[src/rtl/pcu_pkg.sv]
package pcu_pkg;
  localparam int ADDR_W = 16;
  localparam int PAGE_W = 11;

  typedef enum logic [3:0] {
    JT_SEQ   = 4'd0,
    JT_SREL  = 4'd1,
    JT_LONG  = 4'd2,
    JT_PAGE  = 4'd3,
    JT_IND   = 4'd4,
    JT_LCALL = 4'd5,
    JT_RET   = 4'd6,
    JT_RETI  = 4'd7,
    JT_COND  = 4'd8
  } jtype_e;

  typedef logic [ADDR_W-1:0] addr_t;
endpackage

[src/rtl/pcu_target.sv]
module pcu_target
  import pcu_pkg::*;
(
  input  addr_t       pc,
  input  jtype_e      jt,
  input  logic [1:0]  ilen,
  input  logic [7:0]  op0,
  input  logic [7:0]  op1,
  input  logic [7:0]  op2,
  input  logic [7:0]  acc,
  input  addr_t       dptr,
  input  logic        cond,
  output addr_t       follow,
  output addr_t       tgt,
  output logic        do_push,
  output logic        do_pop
);
  localparam int HI_W = ADDR_W - PAGE_W;

  addr_t      len;
  logic [7:0] rel;
  addr_t      rel_t;
  addr_t      page_t;
  addr_t      long_t;
  addr_t      ind_t;

  always_comb begin
    unique case (jt)
      JT_SREL, JT_PAGE:           len = addr_t'(2);
      JT_LONG, JT_LCALL:          len = addr_t'(3);
      JT_IND, JT_RET, JT_RETI:    len = addr_t'(1);
      default:                    len = addr_t'(ilen);
    endcase
  end

  assign follow = pc + len;
  assign rel    = (jt == JT_COND && ilen == 2'd3) ? op2 : op1;
  assign rel_t  = follow + {{(ADDR_W-8){rel[7]}}, rel};
  assign page_t = {follow[ADDR_W-1 -: HI_W], op0[7:5], op1};
  assign long_t = {op1, op2};
  assign ind_t  = dptr + addr_t'(acc);

  always_comb begin
    tgt     = follow;
    do_push = 1'b0;
    do_pop  = 1'b0;
    unique case (jt)
      JT_SREL:  tgt = rel_t;
      JT_LONG:  tgt = long_t;
      JT_PAGE: begin
        tgt     = page_t;
        do_push = op0[4];
      end
      JT_IND:   tgt = ind_t;
      JT_LCALL: begin
        tgt     = long_t;
        do_push = 1'b1;
      end
      JT_RET, JT_RETI: do_pop = 1'b1;
      JT_COND:  tgt = cond ? rel_t : follow;
      default:  tgt = follow;
    endcase
  end
endmodule

[src/rtl/pcu_ret_stack.sv]
module pcu_ret_stack #(
  parameter int DEPTH = 8,
  parameter int W     = 16
) (
  input  logic                         clk,
  input  logic                         rst_n,
  input  logic                         push,
  input  logic                         pop,
  input  logic [W-1:0]                 din,
  output logic [W-1:0]                 dout,
  output logic                         full,
  output logic                         empty,
  output logic [$clog2(DEPTH+1)-1:0]   cnt
);
  localparam int CW = $clog2(DEPTH + 1);
  localparam int IW = (DEPTH > 1) ? $clog2(DEPTH) : 1;

  logic [W-1:0]  mem [DEPTH];
  logic [CW-1:0] cnt_d;
  logic [CW-1:0] cnt_m1;
  logic          wr_en;
  logic          rd_en;

  assign full   = (cnt == CW'(DEPTH));
  assign empty  = (cnt == '0);
  assign wr_en  = push && !full;
  assign rd_en  = pop && !empty;
  assign cnt_m1 = cnt - CW'(1);
  assign dout   = empty ? '0 : mem[cnt_m1[IW-1:0]];

  always_comb begin
    cnt_d = cnt;
    if (wr_en)      cnt_d = cnt + CW'(1);
    else if (rd_en) cnt_d = cnt_m1;
  end

  always_ff @(posedge clk or negedge rst_n) begin
    if (!rst_n) cnt <= '0;
    else        cnt <= cnt_d;
  end

  always_ff @(posedge clk) begin
    if (wr_en) mem[cnt[IW-1:0]] <= din;
  end
endmodule

[src/rtl/pcu_irq_flag.sv]
module pcu_irq_flag (
  input  logic clk,
  input  logic rst_n,
  input  logic set,
  input  logic clr,
  output logic busy
);
  logic busy_d;

  always_comb begin
    busy_d = busy;
    if (clr) busy_d = 1'b0;
    if (set) busy_d = 1'b1;
  end

  always_ff @(posedge clk or negedge rst_n) begin
    if (!rst_n) busy <= 1'b0;
    else        busy <= busy_d;
  end
endmodule

[src/rtl/pc_next_unit.sv]
module pc_next_unit
  import pcu_pkg::*;
#(
  parameter int STK_DEPTH = 8,
  parameter logic [15:0] RESET_PC = 16'h0000
) (
  input  logic        clk,
  input  logic        rst_n,
  input  logic        step_en,
  input  logic [3:0]  jtype,
  input  logic [1:0]  ilen,
  input  logic [7:0]  op0,
  input  logic [7:0]  op1,
  input  logic [7:0]  op2,
  input  logic [7:0]  acc,
  input  logic [15:0] dptr,
  input  logic        cond,
  input  logic        irq_start,
  output logic [15:0] pc,
  output logic [15:0] pc_next,
  output logic        stk_err,
  output logic        irq_busy
);
  localparam int CW = $clog2(STK_DEPTH + 1);

  jtype_e        jt;
  addr_t         follow;
  addr_t         tgt;
  addr_t         stk_top;
  addr_t         pc_d;
  logic          do_push;
  logic          do_pop;
  logic          stk_full;
  logic          stk_empty;
  logic [CW-1:0] stk_cnt;
  logic          reti_en;

  assign jt = jtype_e'(jtype);

  pcu_target u_tgt (
    .pc      (pc),
    .jt      (jt),
    .ilen    (ilen),
    .op0     (op0),
    .op1     (op1),
    .op2     (op2),
    .acc     (acc),
    .dptr    (dptr),
    .cond    (cond),
    .follow  (follow),
    .tgt     (tgt),
    .do_push (do_push),
    .do_pop  (do_pop)
  );

  pcu_ret_stack #(.DEPTH(STK_DEPTH), .W(ADDR_W)) u_stk (
    .clk   (clk),
    .rst_n (rst_n),
    .push  (step_en && do_push),
    .pop   (step_en && do_pop),
    .din   (follow),
    .dout  (stk_top),
    .full  (stk_full),
    .empty (stk_empty),
    .cnt   (stk_cnt)
  );

  assign reti_en = step_en && (jt == JT_RETI);

  pcu_irq_flag u_irq (
    .clk   (clk),
    .rst_n (rst_n),
    .set   (irq_start),
    .clr   (reti_en),
    .busy  (irq_busy)
  );

  always_comb begin
    if (do_pop) pc_next = stk_empty ? follow : stk_top;
    else        pc_next = tgt;
  end

  assign stk_err = step_en && ((do_push && stk_full) || (do_pop && stk_empty));

  always_comb begin
    pc_d = pc;
    if (step_en) pc_d = pc_next;
  end

  always_ff @(posedge clk or negedge rst_n) begin
    if (!rst_n) pc <= RESET_PC;
    else        pc <= pc_d;
  end
endmodule

[config.mk]
export PLATFORM = sky130hd
export DESIGN_NAME = pc_next_unit
export DESIGN_NICKNAME = d
export VERILOG_FILES = /design/src/rtl/pcu_pkg.sv /design/src/rtl/pcu_target.sv /design/src/rtl/pcu_ret_stack.sv /design/src/rtl/pcu_irq_flag.sv /design/src/rtl/pc_next_unit.sv
export SDC_FILE = /design/constraint.sdc
export NUM_CORES = 1
export LEC_CHECK = 0
export ABC_AREA = 1
export BUFFER_PORTS_ARGS = -buffer_cell sky130_fd_sc_hd__buf_2
export CAP_MARGIN = 20
export CORE_ASPECT_RATIO = 1.75
export CORE_MARGIN = 2
export CORE_UTILIZATION = 57
export DETAILED_ROUTE_END_ITERATION = 8
export PLACE_DENSITY = 0.79
export SLEW_MARGIN = 20
export SYNTH_ARGS = -nofsm -noshare
export SYNTH_HDL_FRONTEND = slang
export SYNTH_SLANG_ARGS = --single-unit
[constraint.sdc]
create_clock -name clk -period 9.2 [get_ports clk]
set_input_delay 0.92 -clock clk [delete_from_list [all_inputs] [get_ports clk]]
set_output_delay 0.92 -clock clk [all_outputs]
set_load 0.005 [all_outputs]
# Yosys cells after proc, flatten, opt, wreduce, memory -nomap -nowiden
# Memory sizes are Yosys's and may differ from the RTL's.
# Cells that the tools add are included.
# word_totals
ram_bits	128
inputBits	59
output_inout_bits	34
reg_bits	21
mem_count	1
rom_bits	0
latchBits	0
# memory_table
name	depth	word_bits	read_ports	rd_ports_with_merged_regs	write_ports	line_no	text
u_stk.mem	8	16	1	0	1	pcu_ret_stack.sv:18	logic [W-1:0] mem [DEPTH];
# classes
multipliers	0
addsub	5
shifts	0
eq_ne	10
div_mod_pow	0
n_mux	14
order_cmp	0
reduce_logical	19
bitwise	0
# ops
operator	n
$pmux W16 S5	1
$mux W16	3
$add A16 B16 Y16	1
$add A16 B2 Y16	1
$add A16 B8 Y16	1
$eq A4 B3 Y1 const B	4
$logic_and A1 B1 Y1	9
$eq A4 B2 Y1 const B	2
$eq A4 B4 Y1 const B	2
$mux W4	2
$mux W8	1
$pmux W2 S3	1
$reduce_or A2 Y1	3
$mux W1	5
$add A4 B1 Y4 const B	1
$eq A4 B1 Y1 const B	1
$logic_not A4 Y1	1
$reduce_bool A2 Y1	2
$sub A4 B1 Y4 const B	1
$reduce_or A3 Y1	1
$eq A2 B2 Y1 const B	1
$logic_not A1 Y1	2
$pmux W1 S2	1
$logic_or A1 B1 Y1	1

# Longest topological paths before layout
# Gate-level depths: netlist (run 1).
# logic_depth
word_depth	8
ltp_mapped	33
depth_no_buf	33

# Cells and area by module
# A second synthesis (run 1) with hierarchy kept.
# unflattened
hier_cells	1186
area_unflattened_um2	9531.6
# modules_own_cells
mod	instances	seq_area_each_um2	area_each_um2	cells_per_inst
pcu_ret_stack	1	3943.8	5720.5	543
pcu_target	1	0.0	2575.0	474
pc_next_unit	1	400.4	1196.1	164
pcu_irq_flag	1	25.0	40.0	5

# Worst setup path after synthesis (run 1)
# No wires, ideal clock.
# synth_path
kind	input to output
from	input port jtype[3]
to	output port pc_next[13]
cell_stages	29
setup_slack_ns	4.365
t_arrival_ns	3.915
n_path_buf	0
path_cell_list	inv_1 nand2_1 nor3_1 inv_1 nand2_2 nor2_1 nand2_1 ha_1 nand2_2 nand2_1 xor2_1 ha_1 nand2_1 nand2_1 nand2_1 nand2_1 nor2_1 nor2_1 nand3_1 nand2_2 nand2_4 nand2_2 nand2_2 nand2_1 nand2_1 nand3_2 nand3_2 nand2_2 nand2_2
# synth_between
elab_chain_cells	8
word_cells_on_any_way	22
classes_between	add/sub (2); eq/ne (8); mux (7); reduce/logical (5)
# synth_rtl
element	line_no	text
start: declaration	pc_next_unit.sv:10	input logic [3:0] jtype,
$eq A4 B3 Y1, or another cell as far along	pcu_target.sv:28	unique case (jt)
$reduce_or A3 Y1, or another cell as far along	pcu_target.sv:28	
$pmux W2 S3 (*)	pcu_target.sv:28	
$add A16 B2 Y16 (*)	pcu_target.sv:36	assign follow = pc + len;
named net follow[2]	pc_next_unit.sv:27	addr_t follow;
$add A16 B16 Y16 (*)	pcu_target.sv:38	assign rel_t = follow + {{(ADDR_W-8){rel[7]}}, rel};
$mux W16	pcu_target.sv:60	JT_COND: tgt = cond ? rel_t : follow;
$pmux W16 S5 (*)	pcu_target.sv:47	unique case (jt)
$mux W16 (*)	pc_next_unit.sv:79	if (do_pop) pc_next = stk_empty ? follow : stk_top;
end: declaration	pc_next_unit.sv:20	output logic [15:0] pc_next,
# The timed path passes the listed nets; every way through them passes the cells marked *.

# Final worst setup path (run 1)
# Ends and elaborated chain as after synthesis.

==> results of run 1 <==
[stage by stage]
stage	cell area, sq um	hold WS (ns)
floorplan	8823	0.4768
global placement	9443	0.4578
detailed placement	9443	0.4629
CTS	10090	0.4768
global route	10090	0.4976
finish	10090	0.4699
[power by group through the flow]
stage,clock network [uW],registers (uW),logic (uW)
floorplan,0,906,888
global placement,0,925,1190
detailed placement,0,927,1230
CTS,767,914,1240
global route,795,922,1390
finish,764,917,1250
[critical path: cells and delay by family]
kind          cells  cell delay [ns]
buf+inv           4             0.42
xor+xnor          1             0.75
fa+ha+maj         2             0.70
simple gates     24             2.41
[layout make-up]
class | instances | share of cell area [%]
clock inverter | 13 | 2.169
inverter | 94 | 3.495
timing repair buffer | 99 | 5.181
multi-input combinational | 674 | 39.27
clock buffer | 19 | 4.289
tap | 186 | 2.305
sequential | 149 | 43.29
[Yosys cell counts, types with 3 or more instances]
| cell type | instances |
|---|---|
| nor3_1 | 9 |
| nor2_4 | 4 |
| buf_1 | 4 |
| o21ai_1 | 7 |
| inv_2 | 11 |
| a21oi_1 | 41 |
| o22ai_1 | 4 |
| nor2_1 | 79 |
| edfxtp_1 | 128 |
| buf_2 | 9 |
| o21bai_1 | 4 |
| mux2i_1 | 30 |
| nand2_1 | 188 |
| o221ai_1 | 32 |
| nand2_4 | 3 |
| nand2_2 | 29 |
| a211oi_1 | 3 |
| nand4_1 | 10 |
| o21ai_0 | 66 |
| ha_1 | 28 |
| nand3_1 | 56 |
| nand3_2 | 8 |
| xor2_1 | 11 |
| o211ai_1 | 12 |
| dfrtp_1 | 21 |
| a31oi_1 | 4 |
| nor2_2 | 6 |
| inv_1 | 82 |
| a22oi_1 | 5 |
| clkbuf_1 | 15 |
[logic make-up after synthesis]
kind of cell,Yosys count
flops,149
compound gates,195
mux,30
buf+inv,125
fa+ha+maj,30
xor+xnor,14
simple gates,405
[registers in the layout, summed over array words and instances, names as in the netlist]
register,count
u_stk.mem,128
u_stk.cnt,4
pc,16
u_irq.busy,1
[final timing paths]
kind	to	slack, ns
max in group asynchronous	u_stk.cnt[0]$_DFFE_PN0P_	8.32
min reg2reg	u_irq.busy$_DFFE_PN0P_	0.47
max	pc_next[13]	3.07
max reg2reg	pc[13]$_DFFE_PN0P_	5.35
min in group clk	u_irq.busy$_DFFE_PN0P_	0.47
min	pc[13]$_DFFE_PN0P_	0.47
[routing by layer]
metal,vias up,share of wire [%]
met5,-,0
met4,0,5.5
met3,94,6.0
met2,350,55
met1,3507,34
li1,3515,-
==> flow_summary.yaml, run 1 <==
timing:
  setup_viol: 0
  worst_pin_slew_ns: 0.9219
  slew_viol_final: 0
  setup_slack_ns: 3.066
  finalCritPeriodShare_pct: 66.67
  max_freq_mhz: 163.0
  fin_crit_ns: 6.134
  hold_viol: 0
  relSlewSlack_pct: 38.33
  setup_tns_ns: 0
  clock_skew_ns: 0.009139
  rsz0062_at_grt: "no"
placement:
  dpl_worst_slack_ns: 3.136
  port_buffers: 88
  gp_congestion: 0.9512
  hpwlAfterDp_um: 17800
  place_inst: 1202
yosys:
  ys_seq_elements: 149
  async_reset_ff_share_pct: 14.09
  yosys.area_share.xor_xnor_pct: 1.475
  synth_nets: 1037
  synth_ff_type: "edfxtp_1"
  synth_compound_gate_area_share_pct: 14.08
  synth_top_family_by_area: "simple AND/OR/NAND/NOR gates"
  muxShareOfSynthArea_pct: 3.403
  synth_area_per_cell_sq_um: 9.307
  yosysWarnings: 0
  ys_seq_area_share_pct: 49.52
  synth-simple-area-share_pct: 21.48
  synth_edf_count: 128
  synth_cell_types: 57
  postSynthCellCount: 948
  synth.top_cell.area_share_pct: 43.56
  yosys.area.top_type: "edfxtp_1"
  netlist_area_sq_um: 8823
  synthAdderAreaFrac_pct: 4.424
  synth.area.top_cells: "edfxtp_1 44%, nand2_1 8.0%, dfrtp_1 6.0%, ha_1 4.0%, o21ai_0 3.7%"
global_routing:
  grt_use_total_pct: 30.83
  grt_first_pass_wirelength_um: 39100
  antenna_found_initial: 0
  busiest_layer: "met2"
  grt_max_degree: 68
  grt_use_met2_pct: 57.92
  grt_pass1_vias: 7669
  use_met1_pct: 31.68
  met3_usage_pct: 4.872
  overflow: 0
finish:
  diodes: 0
  fin_cells: 1234
  fin_nets: 1124
  drive_above_1_share_pct: 19.66
  final_util_pct: 66.24
  nFillCells: 1185
  area.sequential_sq_um: 4370
  syn2layout_area_growth_pct: 14.41
  mostFrequentLayoutCell: "nand2_1"
  multiInputGateArea_sq_um: 3964
  layout_common_cells: "188 x nand2_1, 128 x edfxtp_1, 88 x buf_2"
flow_run:
  cap_violations: 0
floorplan:
  pin_count: 93
  dieArea_sq_um: 16530
  die_w_um: 98.05
  core_sq_um: 15240
  row_count: 60
  initial_utilization_pct: 57.90
  die_h_um: 168.6
cts:
  cts_tree: "done"
  clk_latency_ns: 0.42
  cts_hold_buffers: 0
  clk_pin_slew_ns: 0.06
  clock-sinks: 149
  htreeDepth: 4
  post_cts.repair.setup_buffers: 0
  clockBufferDepth: 2
  ctsResizeCount: 0
  numCtsBuffers: 17
  cts.root.buffer_cell: "clkbuf_16"
power_and_ir_drop:
  p_per_area_nw_per_um2: 290.7
  peakVddDrop_mv: 0.2317
  intPower_uw: 1755
  p_leak_uw: 0.004275
  power.switching_uw: 1179
  swShare_pct: 40.19
  share_seq_of_total_power_pct: 31.2
  power_uw: 2935
  combPwrFrac_pct: 42.7
  clkPwrFrac_pct: 26.1
routing:
  drtAntennaViolNets: 0
  routed-via-count: 7466
  drt_iter0_drc: 542
  first_pass_iters: 5
  wl_per_cell_um: 20.11
  drt-total-wl_um: 24810
  drcViolationCount: 0
  via_per_inst: 6.050
critical_path:
  crit_required_ns: 8.28
  crit_start: "jtype[3]"
  reg2reg_from: "pc[1]$_DFFE_PN0P_"
  cp-start-kind: "input pin"
  cp_common_cell: "nand2_1"
  arrival_ns: 5.21
  r2r_cells: 23
  path_class: "in -> out"
  cpPeakStageDelay_ns: 0.75
  endpoint_kind: "output port"
  slowest_stage: "xor2_1"
  worstPathMaxFanout: 13
worst_hold_path:
  hp-class: "in -> async"
status:
  status: "completed"
No activity file was read; power rests on OpenSTA's default activity.
==> inputs of run 2 (changes only) <==
CORE_UTILIZATION = 54   (was 57)
PLACE_DENSITY = 0.78   (was 0.79)
clock period = 5.3 ns   (was 9.2 ns; I/O delays follow)
==> run 2 against run 1 <==
Register-to-register slack worse by 3.6 ns. Global-route usage fell by 2.3 points. Largest cell class unchanged. Via count grew 0.13%. Die area grew 5.4%. Hold slack got worse by 0.41 ns. Clock-buffer cell count up 9. Critical path depth is 2 higher. Non-clock buffer count up 6. Core utilization is 2.6 points lower. Combinational power is 75% higher. Sequential power up 73%. Wire length shrank 0.63%.
==> flow_summary.yaml, run 2 (synthesized netlist as in run 1, its figures left out) <==
floorplan:
  die_w_um: 100.6
  initial_utilization_pct: 55.31
  die_h_um: 173.1
  dieArea_sq_um: 17420
  row_count: 61
  core_sq_um: 15950
  pin_count: 93
routing:
  via_per_inst: 6.014
  drt_iter0_drc: 451
  drcViolationCount: 0
  drt-total-wl_um: 24660
  routed-via-count: 7476
  drtAntennaViolNets: 0
  first_pass_iters: 5
  wl_per_cell_um: 19.84
cts:
  clock-sinks: 149
  clk_pin_slew_ns: 0.05
  numCtsBuffers: 25
  cts.root.buffer_cell: "clkbuf_16"
  htreeDepth: 4
  clk_latency_ns: 0.46
  clockBufferDepth: 3
  cts_tree: "done"
global_routing:
  overflow: 0
  antenna_found_initial: 0
  met3_usage_pct: 4.204
  grt_use_met2_pct: 51.64
  use_met1_pct: 29.69
  grt_use_total_pct: 28.54
  grt_first_pass_wirelength_um: 37760
  busiest_layer: "met2"
  grt_pass1_vias: 7386
  grt_max_degree: 68
timing:
  max_freq_mhz: 206.8
  fin_crit_ns: 4.835
  setup_tns_ns: 0
  finalCritPeriodShare_pct: 91.24
  hold_viol: 0
  slew_viol_final: 0
  worst_pin_slew_ns: 1.080
  rsz0062_at_grt: "no"
  relSlewSlack_pct: 27.65
  setup_slack_ns: 0.4645
  setup_viol: 0
  clock_skew_ns: 0.009764
finish:
  largest_reg_flops: 128
  diodes: 0
  syn2layout_area_growth_pct: 15.02
  layout_common_cells: "188 x nand2_1, 128 x edfxtp_1, 88 x buf_2"
  drive_above_1_share_pct: 19.92
  final_util_pct: 63.62
  fin_nets: 1138
  mostFrequentLayoutCell: "nand2_1"
  nFillCells: 1247
  fin_cells: 1243
critical_path:
  crit_required_ns: 4.77
  cpPeakStageDelay_ns: 0.34
  reg2reg_from: "pc[1]$_DFFE_PN0P_"
  endpoint_kind: "output port"
  path_class: "in -> out"
  reg2reg_to: "pc[13]$_DFFE_PN0P_"
  crit_buf_inv: 6
  slowest_stage: "ha_1"
  arrival_ns: 4.31
  r2r_cells: 25
  cp-start-kind: "input pin"
  reg2reg_setup_slack_ns: 1.79
  cp_common_cell: "nand2_1"
  crit_family: "simple AND/OR/NAND/NOR gates"
  worstPathMaxFanout: 9
power_and_ir_drop:
  p_leak_uw: 0.004312
  peakVddDrop_mv: 0.2686
  share_seq_of_total_power_pct: 31.3
  clkPwrFrac_pct: 25.5
  p_per_area_nw_per_um2: 500.8
  intPower_uw: 3078
  power.switching_uw: 2004
  combPwrFrac_pct: 43.2
  swShare_pct: 39.44
placement:
  dpl_worst_slack_ns: 0.3828
  place_inst: 1211
  hpwlAfterDp_um: 17900
  gp_congestion: 0.9719
  port_buffers: 88
status:
  status: "completed"
flow_run:
  cap_violations: 0
worst_hold_path:
  hp-class: "in -> async"
[run 2: cell count changes in the layout (fill, tap and decap cells not counted), sizes merged]
cell,change
clkbuf,+9
buf,+6
clkinv,+1
bufinv,-5
clkinvlp,-1
inv,-4
[run 2: worst max-delay path by stage]
stage	startpoint	to	slack (ns)	depth (start not counted)
6_report	jtype[3]	pc_next[13]	0.46	33
4_1_cts	jtype[3]	pc_next[11]	0.37	24
2_1_floorplan	jtype[3]	pc_next[13]	1.24	29
5_1_grt	jtype[3]	pc_next[13]	0.05	33
3_3_place_gp	jtype[3]	pc_next[11]	0.50	24
3_5_place_dp	jtype[3]	pc_next[11]	0.38	24
[run 2: what timing repair did]
action,in CTS,in global routing
gates resized for setup,0,1
setup buffers,0,0
hold buffers,0,0
setup endpoints to repair,0,1
[run 2: worst reg2reg max path: stages (launching register included)]
cell     delay (ns)
dfrtp_1        0.41
ha_1           0.36
nand2_2        0.10
a21oi_4        0.26
or2_2          0.16
nand2_1        0.07
inv_1          0.24
ha_1           0.32
nand2_1        0.09
inv_1          0.04
nand2_1        0.05
nand2_1        0.04
nor2_1         0.18
nor2_1         0.06
nand3_1        0.13
nand2_2        0.09
nand2_4        0.10
nand2_2        0.08
nand2_2        0.08
nand3_1        0.08
nand3_2        0.10
nand3_2        0.10
nand2_2        0.07
nand2_2        0.07
nand2_1        0.06
nand2_1        0.05
[run 2: layout make-up]
cell class	count	area (sq um)	share of cell area, %
Timing Repair Buffer	105	568.0	5.597
Inverter	94	352.8	3.477
Multi-Input combinational cell	674	3966	39.08
Clock inverter	4	17.52	0.1726
Clock buffer	28	636.9	6.275
Sequential cell	149	4370	43.06
Tap cell	189	236.5	2.330
[run 2: metal layers]
layer  vias to the layer above  share of wire [%]
met1                      3506                 34
met3                        85                5.9
met5                         -                  0
met4                         0                6.0
li1                       3556                  -
met2                       329                 54
[run 2: stage by stage]
step	hold WS [ns]	area, sq um	total power, uW
finish	0.05997	10150	5082
detailed placement	0.4678	9492	3771
global placement	0.4577	9492	3706
floorplan	0.2344	8823	3115
global route	0.08253	10150	5362
CTS	0.06005	10150	5068
[run 2: power groups by stage]
stage	Clock [uW]	Combinational, uW	Sequential [uW]
final	1300	2190	1590
after global routing	1350	2420	1600
after global placement	0	2100	1600
after CTS	1300	2180	1590
after floorplan	0	1540	1570
after detailed placement	0	2160	1610
